--- src/rtl/sbus_pkg.sv ---
// Shared types for the single-bus datapath.
// Assumes: the ALU operation code is 3 bits wide.
package sbus_pkg;
    typedef enum logic [2:0] {
        OP_PASS = 3'b000,
        OP_ADD  = 3'b001,
        OP_SUB  = 3'b010,
        OP_AND  = 3'b011,
        OP_OR   = 3'b100,
        OP_XOR  = 3'b101
    } alu_op_e;
endpackage

--- src/rtl/sbus_reg.sv ---
// Gated storage register: takes d at the rising edge when load is high.
// Assumes: synchronous active-low reset that clears to zero.
module sbus_reg #(
    parameter int W = 32
) (
    input  logic         clk,
    input  logic         rst_n,
    input  logic         load,
    input  logic [W-1:0] d,
    output logic [W-1:0] q
);
    // Hold the value, or replace it on load, or clear it on reset.
    always_ff @(posedge clk) begin
        if (!rst_n)
            q <= '0;
        else if (load)
            q <= d;
    end
endmodule

--- src/rtl/sbus_alu.sv ---
// Combinational ALU. Unknown op codes pass B through.
// Assumes: there is no internal storage; callers capture the result.
module sbus_alu
    import sbus_pkg::*;
#(
    parameter int W = 32
) (
    input  alu_op_e      op,
    input  logic [W-1:0] a,
    input  logic [W-1:0] b,
    output logic [W-1:0] y
);
    // Choose the result for the requested operation.
    always_comb begin
        case (op)
            OP_ADD:  y = a + b;
            OP_SUB:  y = a - b;
            OP_AND:  y = a & b;
            OP_OR:   y = a | b;
            OP_XOR:  y = a ^ b;
            default: y = b;
        endcase
    end
endmodule

--- src/rtl/sbus_arbiter.sv ---
// Bus multiplexer for N gated sources. It yields zero when no source drives
// and flags a conflict (also yielding zero) when several drive.
// Assumes: the enables are level controls valid for the whole cycle.
module sbus_arbiter #(
    parameter int W = 32,
    parameter int N = 12
) (
    input  logic [W-1:0] src [N],
    input  logic [N-1:0] en,
    output logic [W-1:0] bus,
    output logic         conflict
);
    localparam int CW = $clog2(N + 1);

    logic [CW-1:0] n_active;
    logic [W-1:0]  merged;

    // Count the active drivers and merge their gated values.
    always_comb begin
        n_active = '0;
        merged   = '0;
        for (int i = 0; i < N; i++) begin
            if (en[i]) begin
                n_active = n_active + CW'(1);
                merged   = merged | src[i];
            end
        end
    end

    // Drive the bus only when the ownership is unambiguous.
    always_comb begin
        conflict = (n_active > CW'(1));
        bus      = conflict ? '0 : merged;
    end
endmodule

--- src/rtl/sbus_datapath.sv ---
// Single-bus datapath: general registers, Y, Z, PC and IR on one bus.
// The ALU A input is Y or the constant 4, and B is the bus.
// Assumes: an outside sequencer sets all controls at the start of each cycle.
module sbus_datapath
    import sbus_pkg::*;
#(
    parameter int W      = 32,
    parameter int NGPR   = 8,
    parameter int INCR   = 4
) (
    input  logic            clk,
    input  logic            rst_n,
    input  logic [NGPR-1:0] gpr_load,
    input  logic [NGPR-1:0] gpr_drive,
    input  logic            y_load,
    input  logic            z_load,
    input  logic            z_drive,
    input  logic            pc_load,
    input  logic            pc_drive,
    input  logic            ir_load,
    input  logic            ir_drive,
    input  logic            ext_drive,
    input  logic [W-1:0]    ext_data,
    input  logic            sel_four,
    input  logic [2:0]      alu_op,
    output logic [W-1:0]    bus_out,
    output logic            bus_conflict,
    output logic [W-1:0]    pc_out,
    output logic [W-1:0]    ir_out
);
    localparam int IDX_Z   = NGPR;
    localparam int IDX_PC  = NGPR + 1;
    localparam int IDX_IR  = NGPR + 2;
    localparam int IDX_EXT = NGPR + 3;
    localparam int NSRC    = NGPR + 4;

    logic [W-1:0]    srcs [NSRC];
    logic [NSRC-1:0] drv;
    logic [W-1:0]    bus;
    logic [W-1:0]    y_q, z_q, pc_q, ir_q;
    logic [W-1:0]    alu_a, alu_y;

    // General register bank, one gated register per entry.
    for (genvar g = 0; g < NGPR; g++) begin : g_gpr
        logic [W-1:0] q;
        sbus_reg #(.W(W)) u_r (
            .clk(clk), .rst_n(rst_n), .load(gpr_load[g]), .d(bus), .q(q)
        );
        assign srcs[g] = q;
    end

    sbus_reg #(.W(W)) u_y  (.clk(clk), .rst_n(rst_n), .load(y_load),  .d(bus),   .q(y_q));
    sbus_reg #(.W(W)) u_z  (.clk(clk), .rst_n(rst_n), .load(z_load),  .d(alu_y), .q(z_q));
    sbus_reg #(.W(W)) u_pc (.clk(clk), .rst_n(rst_n), .load(pc_load), .d(bus),   .q(pc_q));
    sbus_reg #(.W(W)) u_ir (.clk(clk), .rst_n(rst_n), .load(ir_load), .d(bus),   .q(ir_q));

    assign srcs[IDX_Z]   = z_q;
    assign srcs[IDX_PC]  = pc_q;
    assign srcs[IDX_IR]  = ir_q;
    assign srcs[IDX_EXT] = ext_data;
    assign drv = {ext_drive, ir_drive, pc_drive, z_drive, gpr_drive};

    sbus_arbiter #(.W(W), .N(NSRC)) u_arb (
        .src(srcs), .en(drv), .bus(bus), .conflict(bus_conflict)
    );

    // ALU A-side multiplexer: constant increment or staged operand.
    always_comb alu_a = sel_four ? W'(INCR) : y_q;

    sbus_alu #(.W(W)) u_alu (
        .op(alu_op_e'(alu_op)), .a(alu_a), .b(bus), .y(alu_y)
    );

    assign bus_out = bus;
    assign pc_out  = pc_q;
    assign ir_out  = ir_q;
endmodule

--- config.mk ---
export PLATFORM = sky130hd
export DESIGN_NAME = sbus_datapath
export DESIGN_NICKNAME = d
export VERILOG_FILES = /design/src/rtl/sbus_pkg.sv /design/src/rtl/sbus_reg.sv /design/src/rtl/sbus_alu.sv /design/src/rtl/sbus_arbiter.sv /design/src/rtl/sbus_datapath.sv
export SDC_FILE = /design/constraint.sdc
export NUM_CORES = 1
export LEC_CHECK = 0
export ABC_AREA = 1
export BUFFER_PORTS_ARGS = -buffer_cell sky130_fd_sc_hd__clkbuf_2
export CAP_MARGIN = 40
export CORE_MARGIN = 2
export CORE_UTILIZATION = 48
export CTS_CLUSTER_DIAMETER = 200
export DETAILED_ROUTE_END_ITERATION = 12
export HOLD_SLACK_MARGIN = 0.02
export PLACE_DENSITY = 0.66
export SLEW_MARGIN = 20
export SYNTH_ARGS = -nofsm -noshare
export SYNTH_HDL_FRONTEND = slang
export SYNTH_SLANG_ARGS = --single-unit
--- constraint.sdc ---
create_clock -name clk -period 15.8 [get_ports clk]
set_clock_uncertainty 0.1 [all_clocks]
set_input_delay 2.37 -clock clk [delete_from_list [all_inputs] [get_ports clk]]
set_output_delay 2.37 -clock clk [all_outputs]
set_load 0.005 [all_outputs]
# Word-level counts from Yosys, hierarchy flattened
# Index checks and enable logic that the tools add are counted.
# totals
register_bits	384
# op_classes
add_sub_neg	13
magnitude_cmp	1
eq_ne	5
mux	27
n_bitwise	14
# op_table
operator	count
32-bit 2-to-1 mux	14
32-bit bitwise OR	12
32-bit case mux with 5 select lines	1
4-bit by 1-bit adder with 4-bit output (second input constant)	11
4-bit 2-to-1 mux	11
32-bit adder	1
32-bit bitwise AND	1
32-bit subtractor	1
32-bit XOR	1
3-bit by 2-bit == test with 1-bit output (second input constant)	2
3-bit == test (second input constant)	2
4-bit by 1-bit > comparator with 1-bit output (second input constant)	1
3-bit by 1-bit == test with 1-bit output (second input constant)	1
1-bit 2-to-1 mux	1

# Longest topological paths before layout
# depth
word_depth	27
mapped_depth	69
depth_no_buf	65

# Modules after synthesis
# A second synthesis with hierarchy kept.
# hier_totals
cells_unflattened	4202
area_unflattened_um2	25348.1
# by_module_without_submodules
module	n_inst	cells_per_inst	area_each_um2	seq_area_each_um2
sbus_reg	12	202	1335.0	640.6
sbus_alu	1	996	5258.8	0.0
sbus_arbiter	1	714	3791.1	0.0
sbus_datapath	1	68	277.8	0.0

# Worst setup path before layout
# OpenSTA, ideal clock, no wires.
# synth_timing
path_kind	input to register
startpoint	input gpr_drive[0]
endpoint	register u_z.q[26]
setup_ps	132
arrival_ps	11780
t_required_ps	15568
path_slack_ps	3788
path_stages	64
path_buffers	4
path_cell_list	clkbuf_1 buf_1 inv_1 ha_1 inv_2 nand2_4 nand2_4 xnor2_1 o21ai_0 ha_1 or2_1 nand2_1 xnor2_1 o21ai_0 ha_1 or2_2 nand2_1 xnor2_1 [28 not listed] nor2_1 nor2_1 o21ai_0 inv_1 o21ai_0 nand3_1 nand2_1 a21oi_1 inv_1 nand2_1 nand3_1 a21oi_1 o21ai_0 or2_2 nand3_1 o2111ai_1 o21ai_0 a21oi_1
# synth_between
elab_chain_len	27
# synth_lines
item	line	text
start: declaration	sbus_datapath.sv:14	input logic [NGPR-1:0] gpr_drive,
1-bit 2-to-1 mux (*)	sbus_arbiter.sv:23	if (en[i]) begin
4-bit by 1-bit adder with 4-bit output	sbus_arbiter.sv:24	n_active = n_active + CW'(1);
4-bit 2-to-1 mux (*)	sbus_arbiter.sv:23	
4-bit by 1-bit adder with 4-bit output	sbus_arbiter.sv:24	
4-bit 2-to-1 mux (*)	sbus_arbiter.sv:23	
4-bit by 1-bit adder with 4-bit output	sbus_arbiter.sv:24	
4-bit 2-to-1 mux (*)	sbus_arbiter.sv:23	
4-bit by 1-bit adder with 4-bit output	sbus_arbiter.sv:24	
[12 not listed]	n/a	
4-bit 2-to-1 mux (*)	sbus_arbiter.sv:23	
4-bit by 1-bit adder with 4-bit output	sbus_arbiter.sv:24	
4-bit 2-to-1 mux (*)	sbus_arbiter.sv:23	
4-bit by 1-bit > comparator with 1-bit output (*)	sbus_arbiter.sv:32	conflict = (n_active > CW'(1));
named net bus_conflict	sbus_datapath.sv:27	output logic bus_conflict,
32-bit 2-to-1 mux (*)	sbus_arbiter.sv:33	bus = conflict ? '0 : merged;
32-bit subtractor, or another cell as far along	sbus_alu.sv:17	OP_SUB: y = a - b;
32-bit case mux with 5 select lines (*)	sbus_alu.sv:15	case (op)
end signal: assignment	sbus_reg.sv:15	q <= '0;
end signal: assignment	sbus_reg.sv:17	q <= d;
end: declaration	sbus_reg.sv:10	output logic [W-1:0] q
# Mark *: on every way through the listed nets, which the timed path passes. The rest lies on a longest branch.
# A chain may end at the register's enable or synchronous reset.

# Worst setup path after layout
# layout_timing
startpoint	input gpr_drive[0]
endpoint	register u_z.q[26]
# layout_between
elab_chain_len	27
# layout_lines
item	line
1-bit 2-to-1 mux	sbus_arbiter.sv:23
4-bit by 1-bit adder with 4-bit output	sbus_arbiter.sv:24
4-bit 2-to-1 mux	sbus_arbiter.sv:23
4-bit by 1-bit adder with 4-bit output	sbus_arbiter.sv:24
4-bit 2-to-1 mux	sbus_arbiter.sv:23
4-bit by 1-bit adder with 4-bit output	sbus_arbiter.sv:24
4-bit 2-to-1 mux	sbus_arbiter.sv:23
4-bit by 1-bit adder with 4-bit output	sbus_arbiter.sv:24
[11 not listed]	n/a
4-bit by 1-bit adder with 4-bit output	sbus_arbiter.sv:24
4-bit 2-to-1 mux	sbus_arbiter.sv:23
4-bit by 1-bit adder with 4-bit output	sbus_arbiter.sv:24
4-bit 2-to-1 mux	sbus_arbiter.sv:23
4-bit by 1-bit > comparator with 1-bit output	sbus_arbiter.sv:32
32-bit 2-to-1 mux (*)	sbus_arbiter.sv:33
32-bit subtractor, or another cell as far along	sbus_alu.sv:17
32-bit case mux with 5 select lines (*)	sbus_alu.sv:15
# Every way passes the cells marked *; elsewhere a longest branch is shown, timed or not.

==> results.py <==
metrics = {
    "sta": {
        "hold_viol": 0,
        "finalSetupViolCount": 0,
        "fin_ws_ps": 2330,
        "final.period_utilization": 0.853,
        "fin_setup_tns_ps": 0,
        "slew_headroom": 0.464,
        "fin_crit_ps": 13470,
        "worst_pin_slew_ps": 804,
        "max_freq_mhz": 74.2,
        "slew_viol_final": 0,
        "rsz0062_at_grt": "no",
    },
    "grt": {
        "antenna_found_initial": 0,
        "grt-ovfl-total": 0,
        "grt_max_degree": 132,
        "grt_pass1_wl_um": 111000,
        "grt_pass1_vias": 19300,
        "track_usage": 0.318,
    },
    "clock_tree": {
        "postCtsSetupBuffers": 0,
        "cts_hold_buf": 0,
        "clk_pin_slew_ps": 60,
        "htreeDepth": 2,
        "cts_buffers": 42,
        "clockBufferDepth": 3,
        "clock-sinks": 384,
        "clk_latency_ps": 590,
        "root_buffer": "clkbuf_16",
        "cts_tree": "built",
        "cts_resized": 0,
    },
    "final_layout": {
        "final.fill_count": 4130,
        "antenna_cells": 0,
        "syn_to_final_growth_pct": 9.08,
        "design_area_mm2": 0.0229,
        "nNetsFinal": 2966,
        "drive_gt1_frac": 0.125,
        "multi_input_area_mm2": 0.0112,
        "regArea_mm2": 0.00769,
    },
    "placed_design": {
        "place_ws_ps": 2000,
        "dp_hpwl_um": 46700,
        "placed_area_mm2": 0.0215,
        "gp_congestion": 0.994,
        "port_buffers": 158,
    },
    "worst_hold_path": {
        "whs_path_depth": 2,
        "hold_path_class": "reg2reg",
        "hp-start": "u_z.q[19]",
        "min_to": "u_z.q[19]",
    },
    "die": {
        "io-pin-count": 159,
        "die_h_um": 213,
        "die_w_um": 213,
        "core_area_mm2": 0.0431,
        "initial_core_util": 0.487,
        "num_rows": 76,
        "fp.dieArea_mm2": 0.0454,
    },
    "yosys": {
        "synthCells": 2848,
        "synth.cell_area_mm2": 0.0210,
        "yosysTopAreaCell": "dfxtp_1",
        "synth.ff_latch_count": 384,
        "ys.flop_type": "dfxtp_1",
        "synth.distinct_cells": 58,
        "synth_area_leaders": "dfxtp_1, a21oi_1, o21ai_0",
        "yosysWarnings": 0,
        "syn_area_per_cell_um2": 7.37,
        "synth-async-reset-ratio": 0,
        "synth_top_area_share": 0.366,
        "ys_seq_area_frac": 0.366,
        "synthesis.nets": 3017,
        "synth_edf_count": 0,
    },
    "power": {
        "powerDensity_mw_per_mm2": 160,
        "max-vdd-ir-drop_mv": 0.0939,
        "p_leak_nw": 10.2,
    },
    "drt": {
        "wl_um": 73000,
        "drcViolationCount": 0,
        "drt-vias-per-instance": 6.04,
        "first_pass_iters": 6,
        "drt-initial-drc-count": 2122,
        "ant_nets": 0,
        "vias": 20600,
        "wl_per_cell_um": 21.4,
    },
    "critical_path": {
        "crit_type": "in2reg",
        "r2r_start": "u_ir.q[0]",
        "end_kind": "flip-flop",
        "rr_endpoint": "u_z.q[26]",
        "critPathMostFrequentCell": "o21ai_0",
        "rr_worst_depth": 31,
        "arrival_ps": 13810,
        "crit_fanout": 35,
        "cp-start-kind": "primary input",
        "slowest_delay_ps": 500,
        "required_ps": 16140,
        "cpMaxStageDelayCell": "a21oi_4",
        "rrSetupSlack_ps": 9730,
    },
    "run": {
        "drv_cap": 0,
    },
    "run_status": {
        "status": "finished clean",
    },
}
-- worst max-delay path: cells and delay by family --
family / cells / cell delay [ps]
buf+inv: 8 / 1360
xor+xnor: 5 / 580
compound gates: 17 / 3350
fa+ha+maj: 8 / 2550
simple gates: 24 / 3570
-- cells in the final DEF, fill, tap and decap left out, drive strengths merged, types with 93 or more instances in the layout --
cell    count
dfxtp     384
ha        106
a21oi     440
clkbuf    218
nor2       93
nand3     100
o21ai     435
a221oi     97
inv       186
nand2     496
-- synthesized netlist by cell type, drive strengths merged (8+ instances only) --
library cell,number
o211ai,16
or2,26
dfxtp,384
buf,106
inv,183
clkbuf,191
nand2,496
xor2,32
a22o,44
o2111ai,16
nand4,16
a221oi,97
o21ai,435
ha,106
a31oi,8
nand3,100
a21oi,440
a21boi,8
nor2,93
nor3,14
-- logic make-up (layout without fill, tap and decap cells) --
| kind of cell | Yosys count | count (layout) | synth area share |
|---|---|---|---|
| adder cells (fa/ha/maj) | 107 | 107 | 0.0642 |
| flip-flops | 384 | 384 | 0.366 |
| AO/OA/AOI/OAI | 1079 | 1079 | 0.292 |
| AND/OR/NAND/NOR | 760 | 760 | 0.162 |
| XOR/XNOR | 37 | 37 | 0.0154 |
| buffers and inverters | 481 | 459 | 0.0995 |
-- final cells by class --
class                           instances  area share
Clock buffer                           60      0.0533
Clock inverter                         13     0.00689
Inverter                              184      0.0305
Multi-Input combinational cell       1983       0.490
Sequential cell                       384       0.336
Tap cell                              585      0.0320
Timing Repair Buffer                  202      0.0512
-- stage by stage --
stage / hold WS [ps] / std cells / power, mW / utilization
6_report: 366 / 3411 / 3.67 / 0.531
5_1_grt: 392 / 3411 / 3.88 / 0.531
4_1_cts: 369 / 3411 / 3.65 / 0.531
3_5_place_dp: 360 / 3338 / 2.66 / 0.499
3_3_place_gp: 356 / 3336 / 2.63 / 0.498
2_1_floorplan: 345 / 2848 / 2.24 / -
-- state kept, by name (all words and copies together), names as in the netlist --
name         count
g_gpr.u_r.q    256
u_ir.q          32
u_pc.q          32
u_y.q           32
u_z.q           32
-- report_power, final --
group	total, mW	switching [mW]	internal [mW]
sequential	1.16	0.0734	1.09
combinational	1.51	1.02	0.487
clock	0.995	0.422	0.573
-- how the worst max path moves through the flow --
stage	slack, ps	endpoint	from
after floorplan	3790	u_z.q[26]	gpr_drive[0]
after global placement	2350	u_z.q[28]	gpr_drive[0]
after detailed placement	2000	u_z.q[26]	gpr_drive[0]
after CTS	2570	u_z.q[26]	gpr_drive[0]
after global routing	1190	u_z.q[28]	gpr_drive[0]
final	2330	u_z.q[26]	gpr_drive[0]
-- metal layers --
metal / up-vias / GRT usage / share of wire
li1: 9693 / - / -
met1: 9718 / 0.417 / 0.42
met2: 995 / 0.516 / 0.45
met3: 184 / 0.0400 / 0.085
met4: 0 / 0.154 / 0.050
met5: - / 0 / 0
(Power assumes the default switching activity.)
